[config.mk]
export PLATFORM = sky130hd
export DESIGN_NAME = cvr_i2c_result_slave
export DESIGN_NICKNAME = d
export VERILOG_FILES = /design/src/rtl/cvr_pkg.sv /design/src/rtl/cvr_bus_sync.sv /design/src/rtl/cvr_addr_decode.sv /design/src/rtl/cvr_frame_fmt.sv /design/src/rtl/cvr_conv_timer.sv /design/src/rtl/cvr_i2c_result_slave.sv
export SDC_FILE = /design/constraint.sdc
export NUM_CORES = 1
export LEC_CHECK = 0
export BUFFER_PORTS_ARGS = -buffer_cell sky130_fd_sc_hd__buf_2
export CORE_MARGIN = 5
export CORE_UTILIZATION = 52
export DETAILED_ROUTE_END_ITERATION = 16
export HOLD_SLACK_MARGIN = 0.06
export PLACE_DENSITY = 0.81
export REMOVE_ABC_BUFFERS = 1
export SLEW_MARGIN = 10
export SYNTH_ARGS = -nofsm -noshare
export SYNTH_HDL_FRONTEND = slang
export SYNTH_HIERARCHICAL = 1
export SYNTH_SLANG_ARGS = --single-unit
export TNS_END_PERCENT = 50
[constraint.sdc]
create_clock -name clk_i -period 7.3 [get_ports clk_i]
set_input_delay 0 -clock clk_i [delete_from_list [all_inputs] [get_ports clk_i]]
set_output_delay 0 -clock clk_i [all_outputs]
set_load 0.01 [all_outputs]
[src/rtl/cvr_pkg.sv]
package cvr_pkg;

  localparam logic [1:0] STRAP_LOW   = 2'b00;
  localparam logic [1:0] STRAP_HIGH  = 2'b01;
  localparam logic [1:0] STRAP_FLOAT = 2'b10;

  localparam logic [6:0] GLOBAL_ADDR = 7'h77;

  typedef enum logic [1:0] {
    CV_CONVERT = 2'd0,
    CV_SLEEP   = 2'd1,
    CV_OUTPUT  = 2'd2
  } cvr_mode_e;

  typedef enum logic [2:0] {
    PB_IDLE = 3'd0,
    PB_ADDR = 3'd1,
    PB_AACK = 3'd2,
    PB_TX   = 3'd3,
    PB_TACK = 3'd4,
    PB_WAIT = 3'd5
  } cvr_proto_e;

endpackage

[src/rtl/cvr_bus_sync.sv]
module cvr_bus_sync #(
  parameter int SYNC_STAGES = 2
) (
  input  logic clk_i,
  input  logic rst_n_i,
  input  logic scl_i,
  input  logic sda_i,
  output logic scl_o,
  output logic sda_o,
  output logic scl_rise_o,
  output logic scl_fall_o,
  output logic start_o,
  output logic stop_o
);

  logic [SYNC_STAGES-1:0] scl_pipe_q, scl_pipe_d;
  logic [SYNC_STAGES-1:0] sda_pipe_q, sda_pipe_d;
  logic                   scl_prev_q, sda_prev_q;

  generate
    if (SYNC_STAGES == 1) begin : g_one
      always_comb begin
        scl_pipe_d = scl_i;
        sda_pipe_d = sda_i;
      end
    end else begin : g_many
      always_comb begin
        scl_pipe_d = {scl_pipe_q[SYNC_STAGES-2:0], scl_i};
        sda_pipe_d = {sda_pipe_q[SYNC_STAGES-2:0], sda_i};
      end
    end
  endgenerate

  always_ff @(posedge clk_i or negedge rst_n_i) begin
    if (!rst_n_i) begin
      scl_pipe_q <= '1;
      sda_pipe_q <= '1;
      scl_prev_q <= 1'b1;
      sda_prev_q <= 1'b1;
    end else begin
      scl_pipe_q <= scl_pipe_d;
      sda_pipe_q <= sda_pipe_d;
      scl_prev_q <= scl_pipe_q[SYNC_STAGES-1];
      sda_prev_q <= sda_pipe_q[SYNC_STAGES-1];
    end
  end

  assign scl_o      = scl_pipe_q[SYNC_STAGES-1];
  assign sda_o      = sda_pipe_q[SYNC_STAGES-1];
  assign scl_rise_o = scl_o & ~scl_prev_q;
  assign scl_fall_o = ~scl_o & scl_prev_q;
  assign start_o    = scl_o & scl_prev_q & sda_prev_q & ~sda_o;
  assign stop_o     = scl_o & scl_prev_q & ~sda_prev_q & sda_o;

endmodule

[src/rtl/cvr_addr_decode.sv]
module cvr_addr_decode
  import cvr_pkg::*;
(
  input  logic [1:0] strap_a_i,
  input  logic [1:0] strap_b_i,
  output logic [6:0] addr_o,
  output logic       valid_o
);

  always_comb begin
    addr_o  = 7'h00;
    valid_o = 1'b1;
    case ({strap_a_i, strap_b_i})
      {STRAP_LOW,   STRAP_HIGH}:  addr_o = 7'h14;
      {STRAP_LOW,   STRAP_FLOAT}: addr_o = 7'h15;
      {STRAP_FLOAT, STRAP_HIGH}:  addr_o = 7'h17;
      {STRAP_FLOAT, STRAP_FLOAT}: addr_o = 7'h24;
      {STRAP_HIGH,  STRAP_HIGH}:  addr_o = 7'h26;
      {STRAP_HIGH,  STRAP_FLOAT}: addr_o = 7'h27;
      default:                    valid_o = 1'b0;
    endcase
  end

  // a strap_b tied low never yields a local address
  always_comb begin
    assert_b_low_unmapped_R3: assert (!(valid_o && strap_b_i == STRAP_LOW));
  end

endmodule

[src/rtl/cvr_frame_fmt.sv]
module cvr_frame_fmt #(
  parameter int IN_W  = 32,
  parameter int RES_W = 24,
  parameter int SUB_W = 6,
  localparam int CODE_W  = RES_W + SUB_W,
  localparam int FRAME_W = CODE_W + 2
) (
  input  logic signed [IN_W-1:0]    sample_i,
  output logic        [FRAME_W-1:0] frame_o
);

  localparam logic signed [IN_W-1:0] POS_LIM =
    $signed({{(IN_W-CODE_W+1){1'b0}}, {(CODE_W-1){1'b1}}});
  localparam logic signed [IN_W-1:0] NEG_LIM =
    $signed({{(IN_W-CODE_W+1){1'b1}}, {(CODE_W-1){1'b0}}});

  logic above, below, sgn;

  always_comb begin
    above = sample_i > POS_LIM;
    below = sample_i < NEG_LIM;
    sgn   = sample_i[CODE_W-1];
    if (above)      frame_o = {2'b11, {CODE_W{1'b0}}};
    else if (below) frame_o = {2'b00, {CODE_W{1'b1}}};
    else            frame_o = {~sgn, sgn, sample_i[CODE_W-1:0]};
  end

endmodule

[src/rtl/cvr_conv_timer.sv]
module cvr_conv_timer #(
  parameter int CONV_CYCLES = 4096,
  localparam int CW = $clog2(CONV_CYCLES + 1)
) (
  input  logic clk_i,
  input  logic rst_n_i,
  input  logic start_i,
  output logic done_o
);

  localparam logic [CW-1:0] LAST = CW'(CONV_CYCLES - 1);

  logic          busy_q, busy_d;
  logic [CW-1:0] cnt_q, cnt_d;
  logic          done_q, done_d;

  always_comb begin
    busy_d = busy_q;
    cnt_d  = cnt_q;
    done_d = 1'b0;
    if (start_i) begin
      busy_d = 1'b1;
      cnt_d  = '0;
    end else if (busy_q) begin
      if (cnt_q == LAST) begin
        busy_d = 1'b0;
        done_d = 1'b1;
      end else begin
        cnt_d = cnt_q + 1'b1;
      end
    end
  end

  always_ff @(posedge clk_i or negedge rst_n_i) begin
    if (!rst_n_i) begin
      busy_q <= 1'b1;
      cnt_q  <= '0;
      done_q <= 1'b0;
    end else begin
      busy_q <= busy_d;
      cnt_q  <= cnt_d;
      done_q <= done_d;
    end
  end

  assign done_o = done_q;

  // the done strobe ends the busy period
  assert_done_ends_busy_R2: assert property (@(posedge clk_i) disable iff (!rst_n_i)
    done_q |-> !busy_q);

endmodule

[src/rtl/cvr_i2c_result_slave.sv]
module cvr_i2c_result_slave
  import cvr_pkg::*;
#(
  parameter int CONV_CYCLES = 4096,
  parameter int IN_W        = 32,
  parameter int RES_W       = 24,
  parameter int SUB_W       = 6,
  localparam int FRAME_W    = RES_W + SUB_W + 2,
  localparam int PTR_W      = $clog2(FRAME_W)
) (
  input  logic            clk_i,
  input  logic            rst_n_i,
  input  logic            scl_i,
  input  logic            sda_i,
  output logic            sda_oe_o,
  input  logic [1:0]      strap_a_i,
  input  logic [1:0]      strap_b_i,
  input  logic [IN_W-1:0] sample_i,
  output logic [1:0]      mode_o
);

  // reset: asserted asynchronously, released on the clock
  logic [1:0] rst_pipe_q;
  logic       rst_n_s;

  always_ff @(posedge clk_i or negedge rst_n_i) begin
    if (!rst_n_i) rst_pipe_q <= 2'b00;
    else          rst_pipe_q <= {rst_pipe_q[0], 1'b1};
  end
  assign rst_n_s = rst_pipe_q[1];

  logic scl_s, sda_s, scl_rise, scl_fall, bus_start, bus_stop;

  cvr_bus_sync #(.SYNC_STAGES(2)) u_sync (
    .clk_i      (clk_i),
    .rst_n_i    (rst_n_s),
    .scl_i      (scl_i),
    .sda_i      (sda_i),
    .scl_o      (scl_s),
    .sda_o      (sda_s),
    .scl_rise_o (scl_rise),
    .scl_fall_o (scl_fall),
    .start_o    (bus_start),
    .stop_o     (bus_stop)
  );

  logic [6:0] own_addr;
  logic       own_valid;

  cvr_addr_decode u_addr (
    .strap_a_i (strap_a_i),
    .strap_b_i (strap_b_i),
    .addr_o    (own_addr),
    .valid_o   (own_valid)
  );

  logic [FRAME_W-1:0] fmt_frame;

  cvr_frame_fmt #(.IN_W(IN_W), .RES_W(RES_W), .SUB_W(SUB_W)) u_fmt (
    .sample_i (sample_i),
    .frame_o  (fmt_frame)
  );

  logic conv_start, conv_done;

  cvr_conv_timer #(.CONV_CYCLES(CONV_CYCLES)) u_timer (
    .clk_i   (clk_i),
    .rst_n_i (rst_n_s),
    .start_i (conv_start),
    .done_o  (conv_done)
  );

  cvr_mode_e          mode_q, mode_d;
  cvr_proto_e         pst_q, pst_d;
  logic [3:0]         cnt_q, cnt_d;
  logic [7:0]         shreg_q, shreg_d;
  logic               oe_q, oe_d;
  logic [FRAME_W-1:0] frame_q, frame_d;
  logic [PTR_W-1:0]   ptr_q, ptr_d, ptr_dec;
  logic               last_q, last_d;
  logic               nak_q, nak_d;
  logic               bnd_q, bnd_d;
  logic               addr_hit;

  assign ptr_dec  = ptr_q - 1'b1;
  assign addr_hit = shreg_q[0] && (mode_q != CV_CONVERT) &&
                    ((own_valid && shreg_q[7:1] == own_addr) ||
                     shreg_q[7:1] == GLOBAL_ADDR);

  always_comb begin
    mode_d  = mode_q;
    pst_d   = pst_q;
    cnt_d   = cnt_q;
    shreg_d = shreg_q;
    oe_d    = oe_q;
    frame_d = frame_q;
    ptr_d   = ptr_q;
    last_d  = last_q;
    nak_d   = nak_q;
    bnd_d   = bnd_q;

    if (conv_done) begin
      mode_d  = CV_SLEEP;
      frame_d = fmt_frame;
    end

    if (bus_start) begin
      pst_d = PB_ADDR;
      cnt_d = '0;
      oe_d  = 1'b0;
      bnd_d = 1'b0;
    end else if (bus_stop) begin
      pst_d = PB_IDLE;
      oe_d  = 1'b0;
      bnd_d = 1'b0;
      if (mode_q == CV_OUTPUT && bnd_q) mode_d = CV_CONVERT;
    end else begin
      case (pst_q)
        PB_ADDR: begin
          if (scl_rise) begin
            shreg_d = {shreg_q[6:0], sda_s};
            cnt_d   = cnt_q + 1'b1;
          end
          if (scl_fall && cnt_q == 4'd8) begin
            if (addr_hit) begin
              oe_d   = 1'b1;
              pst_d  = PB_AACK;
              mode_d = CV_OUTPUT;
              ptr_d  = PTR_W'(FRAME_W - 1);
            end else begin
              pst_d = PB_WAIT;
            end
          end
        end
        PB_AACK: begin
          if (scl_fall) begin
            pst_d = PB_TX;
            cnt_d = '0;
            oe_d  = ~frame_q[ptr_q];
            bnd_d = 1'b1;
          end
        end
        PB_TX: begin
          if (scl_rise) cnt_d = cnt_q + 1'b1;
          if (scl_fall) begin
            bnd_d = 1'b0;
            ptr_d = ptr_dec;
            if (cnt_q == 4'd8) begin
              oe_d   = 1'b0;
              pst_d  = PB_TACK;
              last_d = (ptr_q == '0);
            end else begin
              oe_d = ~frame_q[ptr_dec];
            end
          end
        end
        PB_TACK: begin
          if (scl_rise) nak_d = sda_s;
          if (scl_fall) begin
            bnd_d = 1'b1;
            if (last_q) begin
              mode_d = CV_CONVERT;
              pst_d  = PB_WAIT;
            end else if (nak_q) begin
              pst_d = PB_WAIT;
            end else begin
              pst_d = PB_TX;
              cnt_d = '0;
              oe_d  = ~frame_q[ptr_q];
            end
          end
        end
        default: ;
      endcase
    end
  end

  assign conv_start = (mode_q != CV_CONVERT) && (mode_d == CV_CONVERT);

  always_ff @(posedge clk_i or negedge rst_n_s) begin
    if (!rst_n_s) begin
      mode_q  <= CV_CONVERT;
      pst_q   <= PB_IDLE;
      cnt_q   <= '0;
      shreg_q <= '0;
      oe_q    <= 1'b0;
      frame_q <= '0;
      ptr_q   <= '0;
      last_q  <= 1'b0;
      nak_q   <= 1'b0;
      bnd_q   <= 1'b0;
    end else begin
      mode_q  <= mode_d;
      pst_q   <= pst_d;
      cnt_q   <= cnt_d;
      shreg_q <= shreg_d;
      oe_q    <= oe_d;
      frame_q <= frame_d;
      ptr_q   <= ptr_d;
      last_q  <= last_d;
      nak_q   <= nak_d;
      bnd_q   <= bnd_d;
    end
  end

  assign sda_oe_o = oe_q;
  assign mode_o   = mode_q;

  // the line stays released for the whole conversion
  assert_quiet_while_converting_R5: assert property (@(posedge clk_i) disable iff (!rst_n_s)
    mode_q == CV_CONVERT |-> !oe_q);

  // the address acknowledge happens only in data output
  assert_ack_in_output_R12: assert property (@(posedge clk_i) disable iff (!rst_n_s)
    pst_q == PB_AACK |-> mode_q == CV_OUTPUT);

  // the timer strobe moves the mode to sleep
  assert_done_to_sleep_R2: assert property (@(posedge clk_i) disable iff (!rst_n_s)
    conv_done |=> mode_q == CV_SLEEP);

  // data output ends only at a byte boundary or after the final byte
  assert_leave_output_at_boundary_R10: assert property (@(posedge clk_i) disable iff (!rst_n_s)
    ($past(mode_q) == CV_OUTPUT && mode_q == CV_CONVERT) |-> ($past(bnd_q) || $past(last_q)));

  // SDA is changed only while SCL is low, except when a bus condition releases it
  assert_sda_moves_with_scl_low_R9: assert property (@(posedge clk_i) disable iff (!rst_n_s)
    (!$stable(oe_q) && !$past(bus_start) && !$past(bus_stop)) |-> !$past(scl_s));

endmodule

# Word level (Yosys, flattened, before mapping)
# Cells that the tools add are included.
dict set report word_totals {
  register_bits 81
  wordCells 167
}
dict set report op_classes {
  addsub 3
  n_lt_le_gt_ge 4
  eq_ne 34
  muxes 65
  n_bitwise 16
  n_reduce_logical 27
}
# op count
set ops {}
lappend ops {{$mux W32} 2}
lappend ops {{$mux W13} 3}
lappend ops {{$pmux W6 S6} 1}
lappend ops {{$gt A32 B30 Y1 const B} 1}
lappend ops {{$lt A32 B30 Y1 const B} 1}
lappend ops {{$ne A4 B4 Y1 const B} 8}
lappend ops {{$mux W3} 10}
lappend ops {{$mux W4} 7}
lappend ops {{$mux W1} 23}
lappend ops {{$mux W2} 8}
lappend ops {{$mux W5} 3}
lappend ops {{$add A13 B1 Y13 const B} 1}
lappend ops {{$eq A13 B12 Y1 const B} 1}
lappend ops {{$eq A4 B4 Y1 const B} 3}
lappend ops {{$lt A5 B6 Y1 const B} 2}
lappend ops {{$ne A3 B3 Y1 const B} 4}
lappend ops {{$pmux W3 S4} 1}
lappend ops {{$pmux W4 S3} 1}
lappend ops {{$reduce_and A6 Y1} 2}
lappend ops {{$bmux W1 S5} 2}
lappend ops {{$ne A2 B2 Y1 const B} 5}
lappend ops {{$pmux W5 S2} 1}
lappend ops {{$not A1 Y1} 9}
lappend ops {{$eq A4 B3 Y1 const B} 2}
lappend ops {{31 further kinds} 48}

# Logic depth before layout (Yosys ltp)
# Gate-level depths: netlist (run 1).
dict set report depth {
  word_depth 15
  depth_mapped 11
}

# Hierarchy
# The synthesis (run 1) kept the hierarchy.
# module n_inst cells_per_inst area_each_um2 seq_area_each_um2
set by_module_without_submodules {}
lappend by_module_without_submodules {cvr_i2c_result_slave 1 291 3450.8 1501.4}
lappend by_module_without_submodules {cvr_conv_timer 1 75 787.0 376.6}
lappend by_module_without_submodules {cvr_frame_fmt 1 106 559.3 0.0}
lappend by_module_without_submodules {cvr_bus_sync 1 10 190.2 157.7}
lappend by_module_without_submodules {cvr_addr_decode 1 15 106.4 0.0}

# Least setup slack after synthesis (run 1)
# No wires, ideal clock.
dict set report synth_timing {
  path_kind {register to register}
  startpoint {register ptr_q[0]}
  endpoint {register oe_q (netlist: sda_oe_o)}
  setup_time_ns 0.073
  arrival_ns 2.475
  required_ns 7.227
  path_slack_ns 4.751
  stages_incl_launch_ff 11
  n_path_buf 2
  synth_period_minus_slack_ns 2.549
  path_cell_list {dfrtp_1 -> buf_2 -> buf_2 -> inv_1 -> ha_1 -> xor2_4 -> mux4_2 -> mux2i_1 -> mux2_2 -> o2111ai_2 -> a21oi_2}
}
dict set report synth_via {
  elab_chain_len 9
  elab_cells_between_ends 16
}
# item line_no
set synth_rtl {}
lappend synth_rtl {{start: declaration} cvr_i2c_result_slave.sv:79} ;# logic [PTR_W-1:0] ptr_q, ptr_d, ptr_dec;
lappend synth_rtl {{start signal: assignment} cvr_i2c_result_slave.sv:199} ;# ptr_q <= ptr_d;
lappend synth_rtl {{$sub A5 B1 Y5 / $bmux W1 S5 (equally long branches)} {cvr_i2c_result_slave.sv:85, cvr_i2c_result_slave.sv:139, cvr_i2c_result_slave.sv:169}}
lappend synth_rtl {{$bmux W1 S5 / $mux W1 (equally long branches)} {cvr_i2c_result_slave.sv:153, cvr_i2c_result_slave.sv:139, cvr_i2c_result_slave.sv:169}}
lappend synth_rtl {{$mux W1 (not written as such) / $not A1 Y1 (equally long branches)} {cvr_i2c_result_slave.sv:153, cvr_i2c_result_slave.sv:139, cvr_i2c_result_slave.sv:169}}
lappend synth_rtl {{$not A1 Y1 / $mux W1 (equally long branches)} {cvr_i2c_result_slave.sv:153, cvr_i2c_result_slave.sv:164}}
lappend synth_rtl {{$mux W1 (on tied branches)} {cvr_i2c_result_slave.sv:148, cvr_i2c_result_slave.sv:161}}
lappend synth_rtl {{$mux W1 (on tied branches)} {cvr_i2c_result_slave.sv:145, cvr_i2c_result_slave.sv:159}}
lappend synth_rtl {{$pmux W1 S4 *} cvr_i2c_result_slave.sv:118} ;# case (pst_q)
lappend synth_rtl {{$mux W1 *} cvr_i2c_result_slave.sv:112} ;# end else if (bus_stop) begin
lappend synth_rtl {{$mux W1 *} cvr_i2c_result_slave.sv:107} ;# if (bus_start) begin
lappend synth_rtl {{end signal: assignment} cvr_i2c_result_slave.sv:186} ;# oe_q <= 1'b0;
lappend synth_rtl {{end signal: assignment} cvr_i2c_result_slave.sv:197} ;# oe_q <= oe_d;
lappend synth_rtl {{end: declaration} cvr_i2c_result_slave.sv:77} ;# logic oe_q, oe_d;
# Every way passes the cells marked *; elsewhere a longest branch is shown, timed or not. The select of a mux whose other input is x is not followed.
# A chain may end at the register's enable or synchronous reset.

# Worst setup path in the final report (run 1)
# Same ends and word-level chain as after synthesis.

==> summary.txt, run 1 <==
Worst hold path
  – WHS Path Cells: 4
  – WHS Endpoint: frame_q[28]$_DFFE_PN0P_
  – Hold_sp: sample_i[28]
  – Min-Delay Path Class: in -> reg

STA
  – Fin crit period: about 3.0 ns
  – Final Cycle Share: 40.9%
  – Worst rel slew slack: 34.3%
  – Max-slew violations: 0
  – Final hold viol count: 0
  – RSZ-0062 raised after global routing: no
  – Final setup viols: 0
  – Hold Slack: approximately 0.088 ns
  – Setup TNS: 0 ns
  – Fmax: about 340 MHz
  – Clock Skews: approximately 0.007 ns
  – Measured slew at the worst slew-check pin: ~0.98 ns

Drt
  – Initial DRT Pass Iterations: 5
  – Post-Route WL: roughly 11,000 µm
  – Remaining antenna violation count: 0
  – Total vias in the final route: roughly 4.1k
  – DRT iter0 DRCs: between 300 and 400
  – DRC: 0
  – Vias per Instance: around 6
  – Wire length per cell: about 16 µm

Final layout
  – Finished Core Util: 59.5%
  – Register area: around 2000 µm²
  – Final Cell Area: 5770 µm²
  – Most frequent cells in the layout: dfrtp_1, a21oi_1, buf_2, o21ai_1, nor2_1
  – Commonest non-fill, non-tap cell in the layout: dfrtp_1
  – Multi-input gate area: between 2000 and 3000 µm²
  – Net count, final: a little under 600
  – # diodes: 0
  – P&R area growth vs syn: 13.2%
  – Fill count: approximately 800
  – Share of cells above drive strength 1: slightly below 20%

GRT
  – Largest net degree at the start of global routing: 80
  – GRT Total Usage: approximately a fifth
  – Vias in the first global route: 3,923
  – First-pass GRT wire length: 18,600 µm
  – Aggregate global routing overflow: 0
  – Antenna violations before repair: 0

Yosys
  – Post-synthesis compound-gate area fraction: about 17%
  – Post-Synth Adder-Cell Area: between 1 and 1.5%
  – YS warnings: 6
  – Unique masters post-synth: 70
  – Xor and xnor fraction of the mapped netlist area: roughly 2.6%
  – Post-synthesis sequential area ratio: approximately two fifths
  – Async S/R FF share, synth: 100%
  – Syn_area_per_cell: approximately 10 µm²
  – Register bit total from synthesis: 81
  – Top FF cell, synth: dfrtp_1
  – Mux cell area share after synthesis: a little under a fifth
  – Largest family of logic cells by synthesized area: multiplexers
  – Simple-gate share of the synthesized area: between 15 and 20%
  – Syn Inst Count: between 400 and 500
  – Cell Area, Synth: 5090 µm²
  – Post-synth EDFFs: 0

Worst setup path
  – Crit Path Class: reg -> reg
  – Reg2Reg Launch Point: ptr_q[0]$_DFFE_PN0P_
  – Req. time, crit path: approximately 7.6 ns
  – Crit Path Max Fanout: 14
  – Setup crit end kind: flop
  – R2r setup slk: 4.32 ns
  – Worst Setup Start Kind: flop
  – WP data arrival: ~3.3 ns
  – Cells on worst reg2reg path: 8
  – R2R Path End: sda_oe_o$_DFFE_PN0P_
  – Crit. Startpoint: ptr_q[0]$_DFFE_PN0P_

Placed design
  – Placed wire-length estimate: 7480 µm
  – Placed cell area: approximately 5300 µm²
  – RD Place Congestion: between 0.8 and 0.9
  – IO Port Bufs: 42

Power
  – PD cells: approximately 190 nW/µm²
  – VDD IR max: 0.000103 V
  – Leakage: around 0.0025 µW

Floorplan
  – Die Footprint: 11,900 µm²
  – Die Span X: 109 µm
  – Num ports: 43
  – Core Area: 9680 µm²
  – Initial core utilization: between 50% and 60%
  – # rows: 36
  – Die height: between 100 and 150 µm

Flow run
  – Max-cap check violation count: 0

CTS
  – PostCTS Resize Cnt: 0
  – H-tree Lvls: 3
  – Clk_lat worst skew: ~0.35 ns
  – Clk slew on worst S/H paths: about 0.08 ns
  – CTS root buf: clkbuf_8
  – CTS tree: built
  – Inserted Clock Buffers: 9
  – Clock Path Buffers: 2
  – Clock Sink Count: just over 80

Status
  – Status: finished clean
worst max-delay path, cell delays in order (launching register included):
cell and delay, ns:
dfrtp_1 0.76, inv_1 0.29, ha_1 0.36, xor2_4 0.32, mux4_2 0.55, mux2i_1 0.15
mux2_2 0.19, o2111ai_2 0.14, a21oi_2 0.15
repair_timing:
item,CTS,global route
setup buffers,0,0
endpoints found under the hold margin,31,0
hold buffers,31,0
sequential cells by signal, summed over array words and instances, names as in the netlist, 2 cells and up:
name,count
frame_q,32
u_timer/cnt_q,13
shreg_q,8
ptr_q,5
cnt_q,4
pst_q,3
mode_o,2
rst_pipe_q,2
u_sync/scl_pipe_q,2
u_sync/sda_pipe_q,2
layer usage:
metal | vias up | wire [µm] | part of all wire [%] | track usage, %
met4 | 0 | 212 | 1.9 | 6.85
met2 | 99 | 5630 | 50 | 32.9
met3 | 15 | 410 | 3.7 | 3.32
met1 | 2023 | 4900 | 44 | 25.9
li1 | 1942 | - | - | -
met5 | - | 0 | 0 | 0
final cells by class:
class,instances,area share [%]
flip-flops and latches,81,35.4
well taps,133,2.89
multi-input cells,368,48.3
inverters,12,0.781
repair buffers,75,9.29
clock inverters,6,1.15
clock buffers,10,2.21
worst max-delay path by stage:
stage,endpoint,slack (ns),cells after the start
final,sda_oe_o$_DFFE_PN0P_,4.32,8
after global routing,sda_oe_o$_DFFE_PN0P_,4.07,8
after CTS,sda_oe_o$_DFFE_PN0P_,4.29,8
after detailed placement,sda_oe_o$_DFFE_PN0P_,4.32,8
after global placement,sda_oe_o$_DFFE_PN0P_,4.46,8
after floorplan,u_timer/cnt_q[8]$_DFFE_PN0P_,4.53,7
stage by stage:
step / power (µW) / setup WS [ns] / cells
after CTS: 1100 / 4.29 / 685
after global placement: 745 / 4.46 / 638
final: 1090 / 4.32 / 685
after global routing: 1150 / 4.07 / 685
after detailed placement: 759 / 4.32 / 638
after floorplan: 692 / 4.53 / 461
cells by family after synthesis:
group	count (synthesis)
AOI/OAI and AO/OA	146
xor gates and xnor gates	13
adders and majority gates	5
buffers and inverters	49
DFF	81
muxes	67
other	2
and+or+nand+nor	134
cells in the mapped netlist (all sizes together) (7+ instances only):
master | n | share of area (%)
xnor2 | 10 | 1.7
mux4 | 15 | 6.9
dfrtp | 74 | 36
nor2 | 33 | 2.4
mux2i | 7 | 1.4
dfstp | 7 | 3.6
clkbuf | 16 | 1.2
nor3 | 16 | 1.7
nand2 | 16 | 1.2
nand2b | 7 | 0.86
nand3 | 12 | 1.2
inv | 12 | 0.88
buf | 20 | 3.2
o21ai | 68 | 6.7
a21oi | 47 | 4.8
nand4 | 7 | 1.4
mux2 | 45 | 9.9
power breakdown:
group | total (µW) | switching [µW] | internal [µW] | leakage (µW)
sequential | 549 | 64.9 | 485 | 0.00104
clock | 329 | 170 | 160 | 0.000101
combinational | 214 | 105 | 110 | 0.00138
total | 1090 | 339 | 754 | 0.00253
(Power assumes the default switching activity.)
==> run 2, diff against run 1 <==
==> constraint.sdc (replaced) <==
create_clock -name clk_i -period 3.08 [get_ports clk_i]
set_input_delay 0 -clock clk_i [delete_from_list [all_inputs] [get_ports clk_i]]
set_output_delay 0 -clock clk_i [all_outputs]
set_load 0.01 [all_outputs]
==> run 2 against run 1 <==
Non-clock buffer count up 4. Sequential share of layout area down 0.41 points. Global-route usage about the same. Cell count up 0.58%. Via count fell by 0.78%. Final area increased by 1.2%. First-iteration DRC count fell by 22%. Sequential power rose by 130%. Routed wire length decreased by 1.9%. Maximum frequency up 23%. Setup slack got worse by 3.7 ns. Largest cell class unchanged.
==> summary.txt, run 2 (synthesis results as in run 1) <==
Power
  – VDD IR max: 0.000230 V
  – Leakage: ~0.0025 µW
  – Final Power: 2700 µW
  – PD cells: 463 nW/µm²

CTS
  – CTS root buf: clkbuf_8
  – Clock Sink Count: 81
  – PostCTS Resize Cnt: 0
  – Clk_lat worst skew: 0.37 ns
  – Inserted Clock Buffers: 9
  – Post-CTS Setup Repair Bufs: 0
  – Clock Path Buffers: 2
  – CTS tree: built
  – H-tree Lvls: 3
  – Clk slew on worst S/H paths: around 0.09 ns

Worst setup path
  – Crit-path cells: inv_1, ha_1, xor2_4, mux4_2, mux2i_1, mux2_2, o2111ai_2, a21oi_2
  – Req. time, crit path: 3.38 ns
  – Crit Path Class: reg -> reg
  – Slowest-stage cell, CP: mux4_2
  – Crit-path max cell delay: approximately 0.54 ns
  – Worst Setup Start Kind: flop
  – Crit Path Max Fanout: 8
  – WP data arrival: between 2 and 3 ns
  – Setup crit end kind: flop

Drt
  – Total vias in the final route: approximately 4k
  – Wire length per cell: between 15 and 20 µm
  – Post-Route WL: ~11,000 µm
  – Remaining antenna violation count: 0
  – DRT iter0 DRCs: 289
  – Vias per Instance: between 5 and 6
  – Initial DRT Pass Iterations: 5
  – DRC: 0

STA
  – Clock Skews: 0.00985 ns
  – RSZ-0062 raised after global routing: no
  – Final hold viol count: 0
  – Worst rel slew slack: ~33%
  – Setup TNS: 0 ns
  – Final Cycle Share: around four fifths
  – Measured slew at the worst slew-check pin: around 1 ns
  – Final setup viols: 0
  – Max-slew violations: 0
  – Fmax: 411 MHz
  – Fin crit period: 2.43 ns

GRT
  – First-pass GRT wire length: around 19,000 µm
  – Largest net degree at the start of global routing: 80
  – GRT Total Usage: around a fifth
  – Vias in the first global route: approximately 4k
  – Antenna violations before repair: 0
  – Aggregate global routing overflow: 0

Final layout
  – Largest registers: frame_q: 32 flops, u_timer/cnt_q: 13 flops, shreg_q: 8 flops
  – Top reg by flops: frame_q
  – Final Non-Filler Cells: between 600 and 700
  – P&R area growth vs syn: 14.5%
  – Most frequent cells in the layout: dfrtp_1, a21oi_1, buf_2, o21ai_1
  – Net count, final: 596
  – Share of cells above drive strength 1: between 20 and 25%
  – Commonest non-fill, non-tap cell in the layout: dfrtp_1
  – Largest register FFs: 32
  – # diodes: 0

Flow run
  – Max-cap check violation count: 0

Floorplan
  – Die Span X: 109 µm
  – Num ports: 43
  – # rows: 36
  – Die Footprint: roughly 12,000 µm²
  – Die height: about 110 µm
  – Core Area: 9680 µm²
  – Initial core utilization: ~53%

Status
  – Status: finished clean

Placed design
  – Placed wire-length estimate: 7310 µm
  – Placed Instances: 640
  – RD Place Congestion: around 0.86
  – IO Port Bufs: between 40 and 50

Worst hold path
  – Min-Delay Path Class: in -> reg
-- run 2: cell count changes in the layout (fill, tap and decap cells not counted) --
cell,previous run,this run
clkinv_4,2,1
buf_4,2,4
clkinvlp_4,0,3
bufinv_16,1,2
inv_8,0,1
dlygate4sd3_1,31,33
clkinv_2,2,0
inv_6,1,0
clkbuf_1,1,0
-- run 2: worst paths after layout --
| kind | to | slack [ns] | depth (start not counted) | from |
|---|---|---|---|---|
| min in group asynchronous | u_timer/cnt_q[0]$_DFFE_PN0P_ | 0.47 | 0 | rst_pipe_q[1]$_DFF_PN0_ |
| max | sda_oe_o$_DFFE_PN0P_ | 0.65 | 8 | ptr_q[1]$_DFFE_PN0P_ |
| max reg2reg | sda_oe_o$_DFFE_PN0P_ | 0.65 | 8 | ptr_q[1]$_DFFE_PN0P_ |
| min | frame_q[8]$_DFFE_PN0P_ | 0.11 | 4 | sample_i[8] |
| min reg2reg | rst_pipe_q[1]$_DFF_PN0_ | 0.36 | 0 | rst_pipe_q[0]$_DFF_PN0_ |
| max in group asynchronous | u_timer/cnt_q[10]$_DFFE_PN0P_ | 1.93 | 0 | rst_pipe_q[1]$_DFF_PN0_ |
-- run 2: repair_timing --
item | in CTS | in global routing
endpoints found under the setup margin | 0 | 0
hold buffers | 33 | 0
hold endpoints to repair | 33 | 0
-- run 2: final cells by class --
type | instances | area, µm²
Fill cell | 801 | 3850
Inverter | 12 | 45.0
Clock inverter | 7 | 103
Clock buffer | 9 | 124
Tap cell | 133 | 166
Sequential cell | 81 | 2040
Multi-Input combinational cell | 368 | 2790
Timing Repair Buffer | 79 | 571
-- run 2: where the power goes --
group	internal (µW)	total, µW	switching [µW]
clock	463	880	417
sequential	1150	1280	133
combinational	267	538	271
-- run 2: worst max-delay path: cells and delay by family, from the launching register on --
family                     cells  cell delay [ns]
AOI/OAI and AO/OA              2             0.28
adders and majority gates      1             0.33
muxes                          3             0.86
xor gates and xnor gates       1             0.31
DFF                            1             0.45
buffers and inverters          1             0.14
-- run 2: metal layers --
layer	global-route usage, %	wire length (µm)	vias to the layer above
met1	26.0	4870	1987
met5	0	0	-
li1	-	-	1947
met2	32.3	5460	101
met4	6.76	130	0
met3	4.03	479	12
-- run 2: through the flow --
step / util, % / worst slack [ns] / instance area [µm²] / hold WS (ns)
after floorplan: - / 0.307 / 4870 / -0.296
after global placement: 54.5 / 0.712 / 5280 / -0.214
after detailed placement: 54.5 / 0.617 / 5280 / -0.211
after CTS: 60.2 / 0.629 / 5830 / 0.0888
after global routing: 60.2 / 0.396 / 5830 / 0.104
final: 60.2 / 0.650 / 5830 / 0.107
